File: src/rtl/pm_pkg.sv
package pm_pkg;
  // control bits carried beside each beat in the delay line
  typedef struct packed {
    logic v;    // stage holds a beat
    logic sop;  // beat starts a packet
    logic eop;  // beat ends a packet
    logic m;    // verdict, only meaningful on a start beat
  } pm_ctl_t;
endpackage

File: src/rtl/pm_lane_cmp.sv
module pm_lane_cmp #(
  parameter int BYTES = 8,
  parameter int IDX_W = 5,
  parameter int OFS_W = 7
) (
  input  logic [BYTES*8-1:0] beat_data,
  input  logic [IDX_W-1:0]   beat_idx,
  input  logic [OFS_W-1:0]   cfg_offset,
  input  logic [BYTES*8-1:0] cfg_pattern,
  input  logic [BYTES-1:0]   cfg_mask,
  output logic               beat_ok
);
  localparam int LANE_W = $clog2(BYTES);

  logic [BYTES-1:0] bad;

  for (genvar k = 0; k < BYTES; k++) begin : g_byte
    logic [OFS_W:0]    pos;
    logic [LANE_W-1:0] lane;
    logic              here;
    logic [7:0]        got;
    assign pos  = {1'b0, cfg_offset} + (OFS_W+1)'(k);
    assign lane = pos[LANE_W-1:0];
    assign here = cfg_mask[k] && (IDX_W'(pos >> LANE_W) == beat_idx);
    assign got  = beat_data[8*(BYTES-1-int'(lane)) +: 8];
    assign bad[k] = here && (got != cfg_pattern[8*(BYTES-1-k) +: 8]);
  end

  assign beat_ok = ~|bad;

  always_comb begin
    if (cfg_mask == '0) begin
      assert_mask_clear_R4: assert (beat_ok)
        else $error("cleared mask still rejected a beat");
    end
  end
endmodule

File: src/rtl/pm_tracker.sv
module pm_tracker #(
  parameter int BYTES = 8,
  parameter int DEPTH = 16,
  parameter int IDX_W = 5,
  parameter int OFS_W = 7
) (
  input  logic             clk,
  input  logic             rst,
  input  logic             in_valid,
  input  logic             in_sop,
  input  logic             in_eop,
  input  logic [OFS_W-1:0] cfg_offset,
  input  logic             beat_ok,
  output logic [IDX_W-1:0] cur_idx,
  output logic [IDX_W-1:0] end_beat,
  output logic             decide,
  output logic             verdict
);
  localparam int LANE_W = $clog2(BYTES);

  logic [IDX_W-1:0] idx_q;
  logic             active_q;
  logic             ok_q;
  logic             in_pkt;
  logic [OFS_W:0]   last_pos;

  assign last_pos = {1'b0, cfg_offset} + (OFS_W+1)'(BYTES-1);
  assign end_beat = IDX_W'(last_pos >> LANE_W);
  assign in_pkt   = in_sop || active_q;
  assign cur_idx  = in_sop ? '0 : idx_q;
  assign verdict  = (in_sop ? 1'b1 : ok_q) && beat_ok;
  assign decide   = in_valid && in_pkt && (cur_idx == end_beat);

  always_ff @(posedge clk) begin
    if (rst) begin
      idx_q    <= '0;
      active_q <= 1'b0;
      ok_q     <= 1'b1;
    end else if (in_valid) begin
      active_q <= in_pkt && !in_eop;
      idx_q    <= (cur_idx == IDX_W'(DEPTH)) ? IDX_W'(DEPTH) : cur_idx + 1'b1;
      ok_q     <= verdict;
    end
  end

  // a beat outside any packet (after an end marker, before a start) never yields a verdict
  assert_no_verdict_outside_R6: assert property (@(posedge clk) disable iff (rst)
    (in_valid && !in_sop && !active_q) |-> !decide);
endmodule

File: src/rtl/pm_delay_line.sv
module pm_delay_line
  import pm_pkg::*;
#(
  parameter int W     = 64,
  parameter int DEPTH = 16,
  parameter int IDX_W = 5
) (
  input  logic             clk,
  input  logic             rst,
  input  logic             adv,
  input  logic [W-1:0]     in_data,
  input  logic             in_sop,
  input  logic             in_eop,
  input  logic             decide,
  input  logic [IDX_W-1:0] dec_stage,
  input  logic             verdict,
  output logic             out_valid,
  output logic [W-1:0]     out_data,
  output logic             out_sop,
  output logic             out_eop,
  output logic             out_match
);
  logic [W-1:0] st_d [DEPTH];
  pm_ctl_t      st_c [DEPTH];

  for (genvar j = 0; j < DEPTH; j++) begin : g_stage
    logic [W-1:0] prev_d;
    pm_ctl_t      prev_c;
    if (j == 0) begin : g_head
      assign prev_d = in_data;
      assign prev_c = '{v: 1'b1, sop: in_sop, eop: in_eop, m: 1'b0};
    end else begin : g_body
      assign prev_d = st_d[j-1];
      assign prev_c = st_c[j-1];
    end

    always_ff @(posedge clk) begin
      if (rst) begin
        st_c[j] <= '0;
      end else if (adv) begin
        st_c[j].v   <= prev_c.v;
        st_c[j].sop <= prev_c.sop;
        st_c[j].eop <= prev_c.eop;
        st_c[j].m   <= (decide && dec_stage == IDX_W'(j)) ? verdict : prev_c.m;
      end
    end

    always_ff @(posedge clk) begin
      if (adv) st_d[j] <= prev_d;
    end
  end

  always_ff @(posedge clk) begin
    if (rst) begin
      out_valid <= 1'b0;
      out_sop   <= 1'b0;
      out_eop   <= 1'b0;
      out_match <= 1'b0;
    end else begin
      out_valid <= adv && st_c[DEPTH-1].v;
      out_sop   <= adv && st_c[DEPTH-1].v && st_c[DEPTH-1].sop;
      out_eop   <= adv && st_c[DEPTH-1].v && st_c[DEPTH-1].eop;
      out_match <= adv && st_c[DEPTH-1].v && st_c[DEPTH-1].sop && st_c[DEPTH-1].m;
    end
  end

  always_ff @(posedge clk) begin
    if (adv) out_data <= st_d[DEPTH-1];
  end

  assert_gap_idle_R2: assert property (@(posedge clk) disable iff (rst)
    !adv |=> !out_valid);

  assert_flag_on_sop_R5: assert property (@(posedge clk) disable iff (rst)
    out_match |-> (out_sop && out_valid));
endmodule

File: src/rtl/pkt_offset_matcher.sv
module pkt_offset_matcher #(
  parameter int BYTES = 8,
  parameter int DEPTH = 16,
  localparam int W     = BYTES * 8,
  localparam int OFS_W = $clog2(DEPTH * BYTES),
  localparam int IDX_W = $clog2(DEPTH + 1)
) (
  input  logic             clk,
  input  logic             rst,
  input  logic [OFS_W-1:0] cfg_offset,
  input  logic [W-1:0]     cfg_pattern,
  input  logic [BYTES-1:0] cfg_mask,
  input  logic             in_valid,
  input  logic [W-1:0]     in_data,
  input  logic             in_sop,
  input  logic             in_eop,
  output logic             out_valid,
  output logic [W-1:0]     out_data,
  output logic             out_sop,
  output logic             out_eop,
  output logic             out_match
);
  logic [IDX_W-1:0] cur_idx;
  logic [IDX_W-1:0] end_beat;
  logic             beat_ok;
  logic             decide;
  logic             verdict;

  pm_lane_cmp #(.BYTES(BYTES), .IDX_W(IDX_W), .OFS_W(OFS_W)) u_cmp (
    .beat_data  (in_data),
    .beat_idx   (cur_idx),
    .cfg_offset (cfg_offset),
    .cfg_pattern(cfg_pattern),
    .cfg_mask   (cfg_mask),
    .beat_ok    (beat_ok)
  );

  pm_tracker #(.BYTES(BYTES), .DEPTH(DEPTH), .IDX_W(IDX_W), .OFS_W(OFS_W)) u_trk (
    .clk       (clk),
    .rst       (rst),
    .in_valid  (in_valid),
    .in_sop    (in_sop),
    .in_eop    (in_eop),
    .cfg_offset(cfg_offset),
    .beat_ok   (beat_ok),
    .cur_idx   (cur_idx),
    .end_beat  (end_beat),
    .decide    (decide),
    .verdict   (verdict)
  );

  pm_delay_line #(.W(W), .DEPTH(DEPTH), .IDX_W(IDX_W)) u_dly (
    .clk      (clk),
    .rst      (rst),
    .adv      (in_valid),
    .in_data  (in_data),
    .in_sop   (in_sop),
    .in_eop   (in_eop),
    .decide   (decide),
    .dec_stage(end_beat),
    .verdict  (verdict),
    .out_valid(out_valid),
    .out_data (out_data),
    .out_sop  (out_sop),
    .out_eop  (out_eop),
    .out_match(out_match)
  );
endmodule

File: config.mk
export PLATFORM = sky130hd
export DESIGN_NAME = pkt_offset_matcher
export DESIGN_NICKNAME = d
export VERILOG_FILES = /design/src/rtl/pm_pkg.sv /design/src/rtl/pm_lane_cmp.sv /design/src/rtl/pm_tracker.sv /design/src/rtl/pm_delay_line.sv /design/src/rtl/pkt_offset_matcher.sv
export SDC_FILE = /design/constraint.sdc
export NUM_CORES = 1
export LEC_CHECK = 0
export BUFFER_PORTS_ARGS = -buffer_cell sky130_fd_sc_hd__buf_4
export CORE_ASPECT_RATIO = 1.4
export CORE_MARGIN = 2
export CORE_UTILIZATION = 45
export DETAILED_ROUTE_END_ITERATION = 7
export GPL_TIMING_DRIVEN = 0
export PLACE_DENSITY_LB_ADDON = 0.12
export SLEW_MARGIN = 15
export SYNTH_ARGS = -nofsm -noshare
export SYNTH_HDL_FRONTEND = slang
export SYNTH_SLANG_ARGS = --single-unit
export TNS_END_PERCENT = 30
File: constraint.sdc
create_clock -name clk -period 10.9 [get_ports clk]
set_clock_uncertainty 0.05 [all_clocks]
set_input_delay 1.09 -clock clk [delete_from_list [all_inputs] [get_ports clk]]
set_output_delay 1.09 -clock clk [all_outputs]
set_load 0.05 [all_outputs]
==> reports/results.ini <==
[cells_and_area]
fillCellCount=7096
drive_above_1_share_pct=21.1
seq_area_um2=34800
multi_input_area_um2=6020
final_core_util_pct=52.5
fin_area_um2=47800
area_growth_pct=15.7
final_nets=2422
fin_cells=3549

[pwr]
seqPwrFrac_pct=57.3
p_clk_share_pct=36.0
peakVddDrop_uv=134
switching_share_pct=21.0
power_frac_comb_pct=6.7
intPower_mw=7.27
power.switching_mw=1.93
power_per_cell_area_nw_per_um2=193
leakage_nw=16.5

[critical_path]
timing.rr.start=u_trk.idx_q[4]
crit_path_start_kind=primary input
cp_top_family=buffers and inverters
path_common_cell=buf_2
cp_slowest_cell=buf_1
crit_type=in2reg
critPathBufInv=9
r2r_cells=10
cp-end-kind=flip-flop
worstPathMaxFanout=10
crit_required_ns=11.34
rrSetupSlack_ns=7.20
crit_path_cell_trace=buf_4, buf_6, buf_2, buf_2, inv_1, ha_1, buf_4, buf_2, buf_1, mux4_2, mux2i_1, xor2_1, nand4_1, o31ai_2, nand3_2, buf_6, o22ai_2
slowest_delay_ns=0.59
critPathArrivalTime_ns=5.93
r2r_end=u_dly.st_c[0][12]

[clock_network]
ctsRootBufferMaster=clkbuf_16
cts_hold_buf=0
cts_resized=0
clk_latency_ns=0.66
clock_sinks=1163
post_cts_buffers=0
clk_pin_slew_ns=0.06
h-tree-depth=3
cts_buffer_depth=3
cts_buffers=102
tritoncts=yes

[run_status]
run_status=finished, final reports clean

[synth]
synth_edf_count=1152
synth-seq-area-share_pct=84.3
synth_cell_types=69
synth_nets=2097
syn_inst=1939
synth_top_flop_cell=edfxtp_1
yosysWarnings=0
ys_ff_latch=1163
syn_area_per_cell_um2=21.3
netlist_area_um2=41300
async_reset_ff_share_pct=0

[floorplan]
die_x_um=260
initial_core_util_pct=45.4
io_pins=216
core_um2=91000
dieHeight_um=362
die-area_um2=94200
rows=131

[timing]
holdWs_ns=0.328
tightest_slew_ns=1.09
setup_ws_ns=5.41
drv_slew=0
finalHoldViolCount=0
min_period_over_period_pct=50.4
slew_headroom_pct=26.9
rsz0062_at_grt=no
fmax_mhz=182
period_minus_slack_ns=5.49
finalSetupViolCount=0

[run]
drv_cap=0

[min_path]
hold_depth=0
min_path_type=reg2reg
whs_endpoint=u_dly.st_d[5][29]
worstHoldStart=u_dly.st_d[4][29]

[routing]
wl_per_cell_um=23.1
ant_nets=0
drt_iter0_markers=1495
routed_wl_um=82000
viasPerCell=5.11
drcViolationCount=0
dr.pass1.iters=5
vias=18152

[placed_design]
globalplace.congestion=0.884
dp_cells=3357
dp_slack_ns=4.63
place_area_um2=44600
hpwl_um=54300
portBuffers=214

[global_route]
grt_pass1_vias=18052
grt_pass1_wl_um=117000
antenna_found_initial=7
track_usage_pct=17.4
grt_max_degree=173
grt_overflow_total=0

## worst reg2reg max path, cell delays in order, from the launching register on
cell and delay (ns):
dfxtp_1 0.33, clkbuf_1 0.42, nand2b_1 0.17, a21o_1 0.20, a311oi_1 0.69, mux2i_1 0.17, nor4b_1 0.68, o31ai_2 0.20
nand3_2 0.22, buf_6 0.20, o22ai_2 0.08
## state kept, by name (all words and copies together), names as in the netlist
register,cells
u_dly.out_match,1
u_dly.st_c,64
u_dly.out_data,64
u_dly.out_eop,1
u_dly.out_sop,1
u_dly.out_valid,1
u_trk.idx_q,5
u_trk.ok_q,1
u_trk.active_q,1
u_dly.st_d,1024
## layer usage
| layer | vias to the layer above | routed length [um] | track usage (%) |
|---|---|---|---|
| met2 | 506 | 41400 | 29.6 |
| li1 | 8394 | - | - |
| met5 | - | 0 | 0 |
| met4 | 0 | 3220 | 7.26 |
| met3 | 144 | 3690 | 3.08 |
| met1 | 9108 | 33700 | 22.0 |
## cells in the mapped netlist (6+ instances only)
cell | instances | area, um2
nor4_1 | 9 | 56.3
xnor2_1 | 76 | 666
o22ai_2 | 11 | 138
nand2_1 | 48 | 180
nand3_1 | 12 | 60.1
buf_2 | 23 | 115
mux2i_1 | 104 | 1040
nor2b_1 | 9 | 56.3
a21oi_1 | 26 | 130
a32oi_1 | 6 | 52.6
xor2_1 | 15 | 131
nand3b_1 | 9 | 67.6
nor3b_1 | 17 | 128
o21ai_0 | 15 | 75.1
nand2b_1 | 10 | 62.6
nand4_1 | 30 | 188
o22ai_1 | 12 | 75.1
ha_1 | 10 | 125
inv_1 | 16 | 60.1
and3_1 | 7 | 43.8
clkbuf_1 | 21 | 78.8
edfxtp_1 | 1152 | 34600
nor2_1 | 26 | 97.6
dfxtp_1 | 11 | 220
buf_6 | 11 | 124
and2_1 | 54 | 338
mux4_2 | 57 | 1280
nor3_1 | 39 | 195
mux2_2 | 13 | 146
buf_4 | 9 | 67.6
a22oi_1 | 13 | 97.6
a211oi_1 | 6 | 45.0
## logic make-up after synthesis
group / after synthesis / synth area share, %
DFF: 1163 / 84.3
adders and majority gates: 10 / 0.303
xor gates and xnor gates: 92 / 1.97
and+or+nand+nor: 284 / 3.87
muxes: 177 / 6.17
buffers and inverters: 86 / 1.13
AOI/OAI and AO/OA: 127 / 2.25
## stage by stage
step / setup TNS, ns / power [mW]
final: 0 / 9.20
after detailed placement: 0 / 5.99
after floorplan: 0 / 5.65
after global routing: 0 / 9.56
after CTS: 0 / 9.35
after global placement: -397.98 / 6.03
## power by group through the flow
stage	clock [mW]	combinational, mW	sequential, mW
after floorplan	0	0.266	5.39
after global placement	0	0.609	5.42
after detailed placement	0	0.624	5.37
after CTS	3.45	0.625	5.27
after global routing	3.61	0.656	5.29
final	3.32	0.617	5.27
## layout make-up
cell class / instances / share of cell area (%)
flip-flops and latches: 1163 / 72.9
multi-input cells: 690 / 12.6
clock buffers: 122 / 5.59
repair buffers: 221 / 3.81
well taps: 1197 / 3.14
clock inverters: 66 / 0.977
plain buffers: 68 / 0.838
inverters: 18 / 0.147
diodes: 4 / 0.0210
## cells in the final DEF, fill, tap and decap left out, types with 6 or more instances in the layout
cell | Yosys | layout
nor3b_1 | 17 | 17
mux4_2 | 57 | 57
mux2i_1 | 104 | 104
nor4_1 | 9 | 8
nand3_1 | 12 | 12
mux2_2 | 13 | 13
nand4_1 | 30 | 30
o22ai_2 | 11 | 11
a21oi_1 | 26 | 26
clkbuf_1 | 21 | 39
clkinv_1 | 1 | 33
dfxtp_1 | 11 | 11
a32oi_1 | 6 | 6
nor3_1 | 39 | 39
inv_1 | 16 | 15
buf_2 | 23 | 23
nand2b_1 | 10 | 10
and3_1 | 7 | 7
clkinv_2 | 0 | 21
buf_4 | 9 | 222
xnor2_1 | 76 | 76
ha_1 | 10 | 10
and2_1 | 54 | 54
nor2_1 | 26 | 26
edfxtp_1 | 1152 | 1152
clkbuf_16 | 0 | 104
nand2_1 | 48 | 48
a22oi_1 | 13 | 13
a211oi_1 | 6 | 6
buf_16 | 0 | 8
o22ai_1 | 12 | 12
nor2b_1 | 9 | 9
o21ai_0 | 15 | 15
nand3b_1 | 9 | 9
xor2_1 | 15 | 15
buf_6 | 11 | 11
## worst max path at each step
stage	start	endpoint	slack [ns]	depth (start not counted)
after floorplan	cfg_offset[1]	u_dly.st_c[0][12]	6.45	17
after global placement	in_valid	u_dly.st_c[2][6]	-2.34	4
after detailed placement	cfg_offset[1]	u_dly.st_c[3][4]	4.63	17
after CTS	cfg_offset[1]	u_dly.st_c[0][8]	5.34	17
after global routing	cfg_offset[1]	u_dly.st_c[0][12]	5.22	17
final	cfg_offset[1]	u_dly.st_c[0][12]	5.41	17
(Power assumes the default switching activity.)
